[src/rtl/sqrt_est_pkg.sv]
package sqrt_est_pkg;

    localparam int unsigned SIG_W  = 32;
    localparam int unsigned WIDE_W = 2 * SIG_W;
    localparam int unsigned IDX_W  = 4;
    localparam int unsigned ADJ_W  = 12;

    typedef enum logic [2:0] {
        ST_IDLE,
        ST_LOAD_SEED,
        ST_DIV_SEED,
        ST_LOAD_FINAL,
        ST_DIV_FINAL,
        ST_DONE
    } est_state_e;

    // correction subtracted from the seed when the exponent is odd
    function automatic logic [ADJ_W-1:0] adj_odd(input logic [IDX_W-1:0] idx);
        logic [ADJ_W-1:0] v;
        unique case (idx)
            4'd0:  v = 12'h004;
            4'd1:  v = 12'h022;
            4'd2:  v = 12'h05D;
            4'd3:  v = 12'h0B1;
            4'd4:  v = 12'h11D;
            4'd5:  v = 12'h19F;
            4'd6:  v = 12'h236;
            4'd7:  v = 12'h2E0;
            4'd8:  v = 12'h39C;
            4'd9:  v = 12'h468;
            4'd10: v = 12'h545;
            4'd11: v = 12'h631;
            4'd12: v = 12'h72B;
            4'd13: v = 12'h832;
            4'd14: v = 12'h946;
            default: v = 12'hA67;
        endcase
        return v;
    endfunction

    // correction subtracted from the seed when the exponent is even
    function automatic logic [ADJ_W-1:0] adj_even(input logic [IDX_W-1:0] idx);
        logic [ADJ_W-1:0] v;
        unique case (idx)
            4'd0:  v = 12'hA2D;
            4'd1:  v = 12'h8AF;
            4'd2:  v = 12'h75A;
            4'd3:  v = 12'h629;
            4'd4:  v = 12'h51A;
            4'd5:  v = 12'h429;
            4'd6:  v = 12'h356;
            4'd7:  v = 12'h29E;
            4'd8:  v = 12'h200;
            4'd9:  v = 12'h179;
            4'd10: v = 12'h109;
            4'd11: v = 12'h0AF;
            4'd12: v = 12'h068;
            4'd13: v = 12'h034;
            4'd14: v = 12'h012;
            default: v = 12'h002;
        endcase
        return v;
    endfunction

endpackage

[src/rtl/sqrt_seed_gen.sv]
module sqrt_seed_gen
    import sqrt_est_pkg::*;
#(
    parameter int unsigned HI_W = 15
) (
    input  logic [HI_W-1:0]  sig_hi,
    input  logic             odd,
    output logic [SIG_W-1:0] seed
);
    localparam logic [SIG_W-1:0] BASE_ODD  = 32'h0000_4000;
    localparam logic [SIG_W-1:0] BASE_EVEN = 32'h0000_8000;

    logic [IDX_W-1:0] idx;
    logic [ADJ_W-1:0] adj;
    logic [SIG_W-1:0] base;

    always_comb begin
        idx  = sig_hi[HI_W-2 -: IDX_W];
        adj  = odd ? adj_odd(idx) : adj_even(idx);
        base = odd ? BASE_ODD : BASE_EVEN;
        seed = base + SIG_W'(sig_hi) - SIG_W'(adj);
    end

endmodule

[src/rtl/sqrt_refine.sv]
module sqrt_refine
    import sqrt_est_pkg::*;
(
    input  logic [SIG_W-1:0] sig,
    input  logic             odd,
    input  logic [SIG_W-1:0] seed,
    input  logic [SIG_W-1:0] quot,
    output logic [SIG_W-1:0] z_ref,
    output logic [SIG_W-1:0] sig_scaled,
    output logic             take_short,
    output logic [SIG_W-1:0] short_val
);
    localparam logic [SIG_W-1:0] SAT_LIMIT = 32'h0002_0000;
    localparam logic [SIG_W-1:0] SAT_VALUE = 32'hFFFF_8000;

    logic [SIG_W-1:0] even_sum;

    always_comb begin
        even_sum  = quot + seed;
        short_val = {sig[SIG_W-1], sig[SIG_W-1:1]};
        if (odd) begin
            z_ref      = (quot << 14) + (seed << 15);
            sig_scaled = sig >> 1;
            take_short = 1'b0;
        end else begin
            z_ref      = (even_sum >= SAT_LIMIT) ? SAT_VALUE : (even_sum << 15);
            sig_scaled = sig;
            take_short = (z_ref <= sig);
        end
    end

endmodule

[src/rtl/restoring_divider.sv]
module restoring_divider #(
    parameter int unsigned NUM_W = 64,
    parameter int unsigned DEN_W = 32,
    localparam int unsigned CNT_W = $clog2(NUM_W + 1),
    localparam int unsigned HALF  = NUM_W / 2
) (
    input  logic             clk,
    input  logic             rst_n,
    input  logic             go,
    input  logic             long_op,
    input  logic [NUM_W-1:0] dividend,
    input  logic [DEN_W-1:0] divisor,
    output logic [DEN_W-1:0] quot,
    output logic             fin
);
    logic [NUM_W-1:0] q_sh;
    logic [DEN_W:0]   rem;
    logic [CNT_W-1:0] cnt;
    logic             running;
    logic [DEN_W:0]   trial;
    logic             fits;

    always_comb begin
        trial = {rem[DEN_W-1:0], q_sh[NUM_W-1]};
        fits  = (trial >= {1'b0, divisor});
    end

    always_ff @(posedge clk or negedge rst_n) begin
        if (!rst_n) begin
            q_sh    <= '0;
            rem     <= '0;
            cnt     <= '0;
            running <= 1'b0;
            fin     <= 1'b0;
        end else begin
            fin <= 1'b0;
            if (go) begin
                q_sh    <= long_op ? dividend : {dividend[HALF-1:0], {(NUM_W-HALF){1'b0}}};
                rem     <= '0;
                cnt     <= long_op ? CNT_W'(NUM_W) : CNT_W'(HALF);
                running <= 1'b1;
            end else if (running) begin
                q_sh <= {q_sh[NUM_W-2:0], fits};
                rem  <= fits ? (trial - {1'b0, divisor}) : trial;
                cnt  <= cnt - CNT_W'(1);
                if (cnt == CNT_W'(1)) begin
                    running <= 1'b0;
                    fin     <= 1'b1;
                end
            end
        end
    end

    assign quot = q_sh[DEN_W-1:0];

    assert_go_idle_R8: assert property (@(posedge clk) disable iff (!rst_n)
        go |-> !running);
    assert_fin_pulse_R3: assert property (@(posedge clk) disable iff (!rst_n)
        fin |=> !fin);
    assert_rem_below_divisor_R4: assert property (@(posedge clk) disable iff (!rst_n)
        running |-> (rem < {1'b0, divisor}));

endmodule

[src/rtl/sqrt_estimator.sv]
module sqrt_estimator
    import sqrt_est_pkg::*;
(
    input  logic              clk,
    input  logic              rst_n,
    input  logic              start,
    input  logic [SIG_W-1:0]  sig_in,
    input  logic              exp_lsb,
    output logic              busy,
    output logic              done,
    output logic [SIG_W-1:0]  root
);
    localparam int unsigned SEED_SHIFT = 17;
    localparam int unsigned HI_W       = SIG_W - SEED_SHIFT;
    localparam int unsigned FRAC_SH    = SIG_W - 1;

    est_state_e state_q, state_d;

    logic [SIG_W-1:0]  sig_r, num_r, z_r, root_q;
    logic              odd_r;
    logic [SIG_W-1:0]  seed, z_ref, sig_scaled, short_val;
    logic              take_short;
    logic              div_go, div_long, div_fin;
    logic [WIDE_W-1:0] dividend;
    logic [SIG_W-1:0]  divisor, quot;

    sqrt_seed_gen #(.HI_W(HI_W)) u_seed (
        .sig_hi (sig_r[SIG_W-1:SEED_SHIFT]),
        .odd    (odd_r),
        .seed   (seed)
    );

    sqrt_refine u_refine (
        .sig        (sig_r),
        .odd        (odd_r),
        .seed       (seed),
        .quot       (quot),
        .z_ref      (z_ref),
        .sig_scaled (sig_scaled),
        .take_short (take_short),
        .short_val  (short_val)
    );

    restoring_divider #(.NUM_W(WIDE_W), .DEN_W(SIG_W)) u_div (
        .clk      (clk),
        .rst_n    (rst_n),
        .go       (div_go),
        .long_op  (div_long),
        .dividend (dividend),
        .divisor  (divisor),
        .quot     (quot),
        .fin      (div_fin)
    );

    // state register
    always_ff @(posedge clk or negedge rst_n) begin
        if (!rst_n) state_q <= ST_IDLE;
        else        state_q <= state_d;
    end

    // next-state logic
    always_comb begin
        state_d = state_q;
        unique case (state_q)
            ST_IDLE:       if (start) state_d = ST_LOAD_SEED;
            ST_LOAD_SEED:  state_d = ST_DIV_SEED;
            ST_DIV_SEED:   if (div_fin) state_d = take_short ? ST_DONE : ST_LOAD_FINAL;
            ST_LOAD_FINAL: state_d = ST_DIV_FINAL;
            ST_DIV_FINAL:  if (div_fin) state_d = ST_DONE;
            ST_DONE:       state_d = ST_IDLE;
            default:       state_d = ST_IDLE;
        endcase
    end

    // datapath registers
    always_ff @(posedge clk or negedge rst_n) begin
        if (!rst_n) begin
            sig_r  <= '0;
            odd_r  <= 1'b0;
            num_r  <= '0;
            z_r    <= '0;
            root_q <= '0;
        end else begin
            unique case (state_q)
                ST_IDLE: begin
                    if (start) begin
                        sig_r <= sig_in;
                        odd_r <= exp_lsb;
                    end
                end
                ST_DIV_SEED: begin
                    if (div_fin) begin
                        if (take_short) begin
                            root_q <= short_val;
                        end else begin
                            z_r   <= z_ref;
                            num_r <= sig_scaled;
                        end
                    end
                end
                ST_DIV_FINAL: begin
                    if (div_fin) root_q <= quot + (z_r >> 1);
                end
                default: ;
            endcase
        end
    end

    // outputs and divider controls
    always_comb begin
        busy     = 1'b0;
        done     = 1'b0;
        div_go   = 1'b0;
        div_long = 1'b0;
        dividend = {{SIG_W{1'b0}}, sig_r};
        divisor  = z_r;
        unique case (state_q)
            ST_IDLE: ;
            ST_LOAD_SEED: begin
                busy    = 1'b1;
                div_go  = 1'b1;
                divisor = seed;
            end
            ST_DIV_SEED: begin
                busy    = 1'b1;
                divisor = seed;
            end
            ST_LOAD_FINAL: begin
                busy     = 1'b1;
                div_go   = 1'b1;
                div_long = 1'b1;
                dividend = WIDE_W'(num_r) << FRAC_SH;
            end
            ST_DIV_FINAL: busy = 1'b1;
            ST_DONE:      done = 1'b1;
            default: ;
        endcase
    end

    assign root = root_q;

    assert_start_busy_R2: assert property (@(posedge clk) disable iff (!rst_n)
        (state_q == ST_IDLE && start) |=> busy);
    assert_done_pulse_R3: assert property (@(posedge clk) disable iff (!rst_n)
        done |=> (!done && !busy));
    assert_busy_ends_done_R3: assert property (@(posedge clk) disable iff (!rst_n)
        $fell(busy) |-> done);
    assert_root_hold_R9: assert property (@(posedge clk) disable iff (!rst_n)
        !done |-> $stable(root));
    assert_final_divisor_R5: assert property (@(posedge clk) disable iff (!rst_n)
        (state_q == ST_LOAD_FINAL) |-> (z_r != '0));
    assert_seed_divisor_R4: assert property (@(posedge clk) disable iff (!rst_n)
        (state_q == ST_LOAD_SEED) |-> (seed != '0));

endmodule

[config.mk]
export PLATFORM = sky130hd
export DESIGN_NAME = sqrt_estimator
export DESIGN_NICKNAME = d
export VERILOG_FILES = /design/src/rtl/sqrt_est_pkg.sv /design/src/rtl/sqrt_seed_gen.sv /design/src/rtl/sqrt_refine.sv /design/src/rtl/restoring_divider.sv /design/src/rtl/sqrt_estimator.sv
export SDC_FILE = /design/constraint.sdc
export NUM_CORES = 1
export LEC_CHECK = 0
export ABC_CLOCK_PERIOD_IN_PS = 25000
export CORE_MARGIN = 2
export CORE_UTILIZATION = 30
export DETAILED_ROUTE_END_ITERATION = 12
export GPL_ROUTABILITY_DRIVEN = 0
export PLACE_DENSITY = 0.44
export SYNTH_ARGS = -nofsm -noshare
export SYNTH_HDL_FRONTEND = slang
export SYNTH_SLANG_ARGS = --single-unit
[constraint.sdc]
create_clock -name clk -period 25 [get_ports clk]
set_input_delay 2.5 -clock clk [delete_from_list [all_inputs] [get_ports clk]]
set_output_delay 2.5 -clock clk [all_outputs]
set_load 0.02 [all_outputs]
==> results.md, run 1 <==
- Run status: finished clean
- Horizontal die dimension: between 200 and 250 um
- Slowest cell on crit path: sky130_fd_sc_hd__dfrtp_1
- WL per Instance: 20.5 um
- Req. time, crit path: 25360 ps
- Slew at the pin closest to its max-slew limit: about 1300 ps
- Async SR Flop Fraction: 100%
- Clk_lat worst skew: approximately 570 ps
- Final net count: 2218
- Synth Net Count: between 2000 and 2500
- Initial core utilization: a little under a third
- Peak per-stage delay on the critical path: roughly 1200 ps
- Count of hold-fix buffers inserted at cts: 0
- Area enclosed by the die boundary: roughly 60000 um2
- Worst hold-check path type: reg2reg
- Wire length of the first global-routing pass: slightly below 90 mm
- Number of buffers added by the clock tree synthesis step: 29
- Top library cells by usage in the layout, fill and taps aside: sky130_fd_sc_hd__a21oi_1 (235), sky130_fd_sc_hd__dfrtp_1 (220), sky130_fd_sc_hd__nor2_1 (190)
- Ys flop type: sky130_fd_sc_hd__dfrtp_1
- Instance count after placement with tap cells included: 2755
- Final Core Density: between 30% and 40%
- Worst Skew: between 20 and 30 ps
- Largest cells by area after synthesis: sky130_fd_sc_hd__dfrtp_1 (32%), sky130_fd_sc_hd__ha_1 (11%), sky130_fd_sc_hd__mux2i_1 (7.2%)
- Deepest clock path buffer count: 3
- Post-route insts no fill: 2807
- Number of instances on the worst hold path: 2
- Post-synthesis cell area: 17300 um2
- Setup slack after placement: about 14000 ps
- Portion of the clock cycle consumed by the worst path in the final layout: ~45%
- Most frequent standard cell in the layout excluding fill and tap cells: sky130_fd_sc_hd__a21oi_1
- Final slew viol count: 0
- CP Capture Type: flop
- Final count of negative-setup-slack endpoints: 0
- Final ANT Viol Nets: 0
- Number of post-CTS setup repair buffers: 0
- Number of top-level pins: 70
- Most frequent cell on the critical path: sky130_fd_sc_hd__ha_1
- Path depth of the worst reg2reg path: 40
- Worst rel slew slack: a little over an eighth
- Detailed Place HPWL: about 43 mm
- Top cell type's share of synthesized area: between 30% and 40%
- Shortest period the worst path allows: ~11000 ps
- Data arrival time at the worst-slack endpoint: 11570 ps
- Mapped Cells: 2015
- Seq/Total Area, Yosys: ~32%
- Share of final-layout standard cells stronger than drive strength 1: slightly above 6%
- Number of design-rule violations left by the first detailed-router iteration: approximately 1200
- Synth unique cells: 75
- Number of synthesized flops with an enable pin: 0
- Root buffer cell: sky130_fd_sc_hd__clkbuf_16
- FP Rows: 88
- Post-Syn Area per Cell: ~8.6 um2
- Count of instances resized after the clock tree is built: 0
- Via count: approximately 15000
- Total global-route track usage: between 10% and 20%
- Min setup slack post-route: 13790 ps
- Sum of negative setup slack: 0 ps
- Final Hold Fails: 0
- Clock slew at the register clock pins of the worst setup and hold paths: roughly 70 ps
- Maximum clock frequency: between 0.08 and 0.09 GHz
- Area growth from synthesis to layout: 13.8%
- Pin count of the biggest net entering global routing: ~120
- Total of buffers placed on input and output ports: between 60 and 70
- Vias per inst: around 5.3
- Total Wirelength: around 58 mm
- Critical path launch point type: flop
- Crit Path Max Fanout: 53
- Total DRC errors in the routed layout: 0
- Max-Cap Viols: 0
- Vias in the first global route: ~15000
- Number of clock sinks: between 200 and 250
- Synth Register Bits: 223
- Number of detailed-route iterations in the first pass: 5
- Cell accounting for the most synthesized area: sky130_fd_sc_hd__dfrtp_1
- Number of H-tree levels: 1
- GR Overflow Total: 0
- Number of antenna violations at the first check in global routing: 0
- DIE HEIGHT: roughly 240 um
- Setup repair after global routing missed its margin: no
- CORE AREA: around 57000 um2
- CTS tree: built
- Startpoint-to-endpoint class of the critical path: reg2reg
- Number of warnings printed during yosys synthesis: 0
==> worst max-delay path: cells and delay by family, from the launching register on <==
family	cells	cell delay (ps)
simple gates	15	3460
fa+ha+maj	6	2000
compound gates	14	2630
buf+inv	5	1660
flops	1	1200
==> state kept, by name (all words and copies together), names as in the netlist <==
name,count
u_div.cnt,7
z_r,18
num_r,32
sig_r,32
root,32
state_q,3
u_div.fin,1
odd_r,1
u_div.q_sh,64
u_div.rem,32
u_div.running,1
==> final timing paths <==
path,start,to,slack (ps)
max in group asynchronous,rst_n,odd_r,21440
hold / removal,root[26],root[26],480
setup reg to reg,sig_r[29],z_r[29],13790
setup / recovery,sig_r[29],z_r[29],13790
min in group asynchronous,rst_n,sig_r[5],1970
hold reg to reg,root[26],root[26],480
==> per-layer routing <==
metal | vias up | track usage (%) | share of wire (%)
li1 | 7294 | - | -
met1 | 7299 | 26.4 | 47
met2 | 269 | 32.4 | 47
met3 | 58 | 1.59 | 3.2
met4 | 0 | 4.63 | 2.2
met5 | - | 0 | 0
==> cells in the mapped netlist (all sizes together), types with 8 or more instances <==
cell	count
or3	11
nand2b	13
clkbuf	97
o211ai	19
inv	67
a21oi	235
a211oi	53
xnor2	52
mux2	21
a31oi	27
nor4	9
nor2	190
o31ai	11
nor2b	44
dfrtp	223
and2	30
o21a	19
o21bai	21
a21o	50
mux2i	124
and3	12
xor2	44
buf	16
ha	156
nand3	34
or2	8
nand2	150
nand4	13
nor3	24
o22ai	8
o21ai	148
==> layout make-up <==
class / instances / area [um2]
fill: 5895 / 37600
clock inverter: 14 / 200
tap: 765 / 957
timing repair buffer: 88 / 838
sequential: 223 / 5590
multi-input combinational: 1612 / 11100
antenna: 1 / 2.50
inverter: 67 / 251
clock buffer: 37 / 796
==> cell families (layout without fill, tap and decap cells) <==
| kind of cell | Yosys count | count (layout) | share of synthesized area (%) |
|---|---|---|---|
| compound gates | 658 | 658 | 23.7 |
| simple gates | 552 | 552 | 14.9 |
| flops | 223 | 223 | 32.2 |
| buf+inv | 180 | 206 | 3.97 |
| fa+ha+maj | 161 | 161 | 11.8 |
| mux | 145 | 145 | 8.53 |
| xor+xnor | 96 | 96 | 4.85 |
| other cells | 0 | 1 | 0 |
==> stage by stage <==
stage	area, um2	hold WS, ps
after floorplan	17300	479
after global placement	18700	476
after detailed placement	18700	474
after CTS	19700	487
after global routing	19700	523
final	19700	484
Power of run 1 is left out: the tool's default activity adds up to more than one toggle a clock period on the data nets, which glitch-free logic cannot reach.
==> inputs of run 2 (changes only) <==
ABC_CLOCK_PERIOD_IN_PS = 11620   (was 25000)
clock period = 11.62 ns   (was 25 ns; I/O delays follow)
==> run 2 against run 1 <==
Net effect:
- core utilization is 0.18 points higher
- worst hold slack worse by 2.4 ps
- register-to-register slack worse by 13000 ps
- final cell count is 0.32% higher
- final area is 0.53% higher
- sequential cell count stayed put
- critical endpoint unchanged
- largest cell class unchanged
==> results.md, run 2 (synthesis results as in run 1) <==
- Portion of the clock cycle consumed by the worst path in the final layout: 92.2% (+47 points)
- Register bank with the most flops: u_div.q_sh
- CP Capture Type: flop
- Number of antenna violations at the first check in global routing: 0 (unchanged)
- Area growth from synthesis to layout: 14.4%
- Wire length of the first global-routing pass: 89.4 mm (+0.20%)
- Slowest cell on crit path: sky130_fd_sc_hd__dfrtp_1
- Worst hold-check path type: reg2reg
- Peak per-stage delay on the critical path: 720 ps (-480 ps)
- DIE HEIGHT: 244 um (unchanged)
- Number of clock sinks: 223 (unchanged)
- Run status: finished clean
- Total DRC errors in the routed layout: 0 (unchanged)
- Crit Path Max Fanout: 61 (+15%)
- Area enclosed by the die boundary: 59700 um2 (unchanged)
- Pin count of the biggest net entering global routing: 96 (-19%)
- Final Hold Fails: 0 (unchanged)
- Clk_lat worst skew: 580 ps (about the same)
- Horizontal die dimension: 244 um (unchanged)
- FP Rows: 88 (unchanged)
- Data arrival time at the worst-slack endpoint: 11130 ps (-440 ps)
- Root buffer cell: sky130_fd_sc_hd__clkbuf_16
- Share of final-layout standard cells stronger than drive strength 1: 6.54% (+0.46 points)
- Clock slew at the register clock pins of the worst setup and hold paths: 60 ps (about the same)
- Number of H-tree levels: 1 (unchanged)
- Area used by sequential logic in the layout: 5590 um2 (unchanged)
- Count of hold-fix buffers inserted at cts: 0 (unchanged)
- Vias in the first global route: 14800 (+0.90%)
- Worst hold margin: 482 ps (-2.41 ps)
- GR Overflow Total: 0 (unchanged)
- Multi-input gate area: 11100 um2 (about the same)
- Worst Skew: 27.1 ps (+0.608 ps)
- Deepest clock path buffer count: 3 (unchanged)
- Path depth of the worst reg2reg path: 39 (-2.5%)
- Reg-to-reg endpoint: z_r[29]
- Req. time, crit path: 12030 ps (-13330 ps)
- Worst rel slew slack: 25.7% (+12 points)
- Final design instance area without fill: 19800 um2 (+0.53%)
- Startpoint-to-endpoint class of the critical path: reg2reg
- Shortest period the worst path allows: 10720 ps (-494 ps)
- Register-to-Register Setup Slack: 900 ps (-12890 ps)
- Fill cell instance count of the final layout: 5963 (+1.2%)
- WL per Instance: 20.5 um (-0.13%)
- Hold-critical path endpoint: root[26]
- CTS tree: built
- Slew at the pin closest to its max-slew limit: 1110 ps (-185 ps)
- Number of buffers added by the clock tree synthesis step: 29 (unchanged)
- Total Wirelength: 57.7 mm (+0.19%)
- Maximum clock frequency: 0.0933 GHz (+4.6%)
- Critical path launch point type: flop
- Largest register FFs: 64 (unchanged)
- Total global-route track usage: 19.1% (-0.077 points)
- Via count: 15000 (+0.60%)
- Top library cells by usage in the layout, fill and taps aside: sky130_fd_sc_hd__a21oi_1 (235), sky130_fd_sc_hd__dfrtp_1 (220), sky130_fd_sc_hd__nor2_1 (189)
- Total of buffers placed on input and output ports: 69 (unchanged)
- Final slew viol count: 0 (unchanged)
- Number of top-level pins: 70 (unchanged)
- Most frequent cell on the critical path: sky130_fd_sc_hd__ha_1
- Final count of negative-setup-slack endpoints: 0 (unchanged)
- Initial core utilization: 30.2% (unchanged)
- Vias per inst: 5.33 (+0.28%)
- Detailed Place HPWL: 43.5 mm (+0.72%)
- Number of detailed-route iterations in the first pass: 5 (unchanged)
- Most frequent standard cell in the layout excluding fill and tap cells: sky130_fd_sc_hd__a21oi_1
- Final ANT Viol Nets: 0 (unchanged)
- Number of design-rule violations left by the first detailed-router iteration: 930 (-21%)
- Max-Cap Viols: 0 (unchanged)
- CORE AREA: 57400 um2 (unchanged)
- Placed cell area: 18800 um2 (+0.20%)
- Sum of negative setup slack: 0 ps (unchanged)
- Final net count: 2225 (+0.32%)
- Hold Startpoint: root[26]
- Number of instances on the worst hold path: 2 (unchanged)
- Crit Reg-Reg Startpoint: sig_r[28]
- Setup repair after global routing missed its margin: no
-- run 2: changes by cell type in the layout (fill, tap and decap cells not counted) --
cell                         before  now
sky130_fd_sc_hd__clkbuf_8         4    8
sky130_fd_sc_hd__buf_4           19   26
sky130_fd_sc_hd__clkinv_2         7    4
sky130_fd_sc_hd__nor2_1         190  189
sky130_fd_sc_hd__clkinv_4         0    1
sky130_fd_sc_hd__nor2_2           0    1
sky130_fd_sc_hd__inv_6            0    1
sky130_fd_sc_hd__clkinvlp_4       2    1
-- run 2: final cells by class --
cell class | count | area share, %
well taps | 765 | 4.83
repair buffers | 95 | 4.49
multi-input cells | 1612 | 55.9
flip-flops and latches | 223 | 28.2
clock buffers | 41 | 4.29
diodes | 1 | 0.0126
inverters | 67 | 1.27
clock inverters | 12 | 0.985
-- run 2: worst max path at each step --
stage | slack (ps) | startpoint | endpoint
floorplan | 2410 | sig_r[28] | z_r[18]
CTS | 600 | sig_r[28] | z_r[29]
finish | 900 | sig_r[28] | z_r[29]
global placement | 870 | sig_r[28] | z_r[31]
global route | 110 | sig_r[28] | z_r[31]
detailed placement | 700 | sig_r[28] | z_r[29]
-- run 2: what timing repair did --
item                                    4_1_cts  5_1_grt
resized for setup                             0        1
endpoints found under the setup margin        0       46
buffers inserted                              0        2
-- run 2: worst max-delay path: cells and delay by family, from the launching register on --
family	cells	cell delay, ps
and+or+nand+nor	15	4010
AOI/OAI and AO/OA	15	2810
adders and majority gates	5	1700
buffers and inverters	4	1290
DFF	1	720
-- run 2: stage by stage --
stage	cells	utilization (%)	setup WS [ps]
after floorplan	2015	-	2410
after global placement	2760	32.7	871
after detailed placement	2760	32.7	698
after CTS	2813	34.5	600
after global routing	2815	34.5	107
final	2816	34.6	901
-- run 2: layer usage --
layer  vias to the layer above  global-route usage, %  wire [um]
met5                         -                      0          0
met4                         0                   5.31       1510
met3                        73                   1.77       1990
met2                       271                   32.0      27000
met1                      7343                   26.1      27200
li1                       7322                      -          -
Power of run 2 is left out for the same reason.
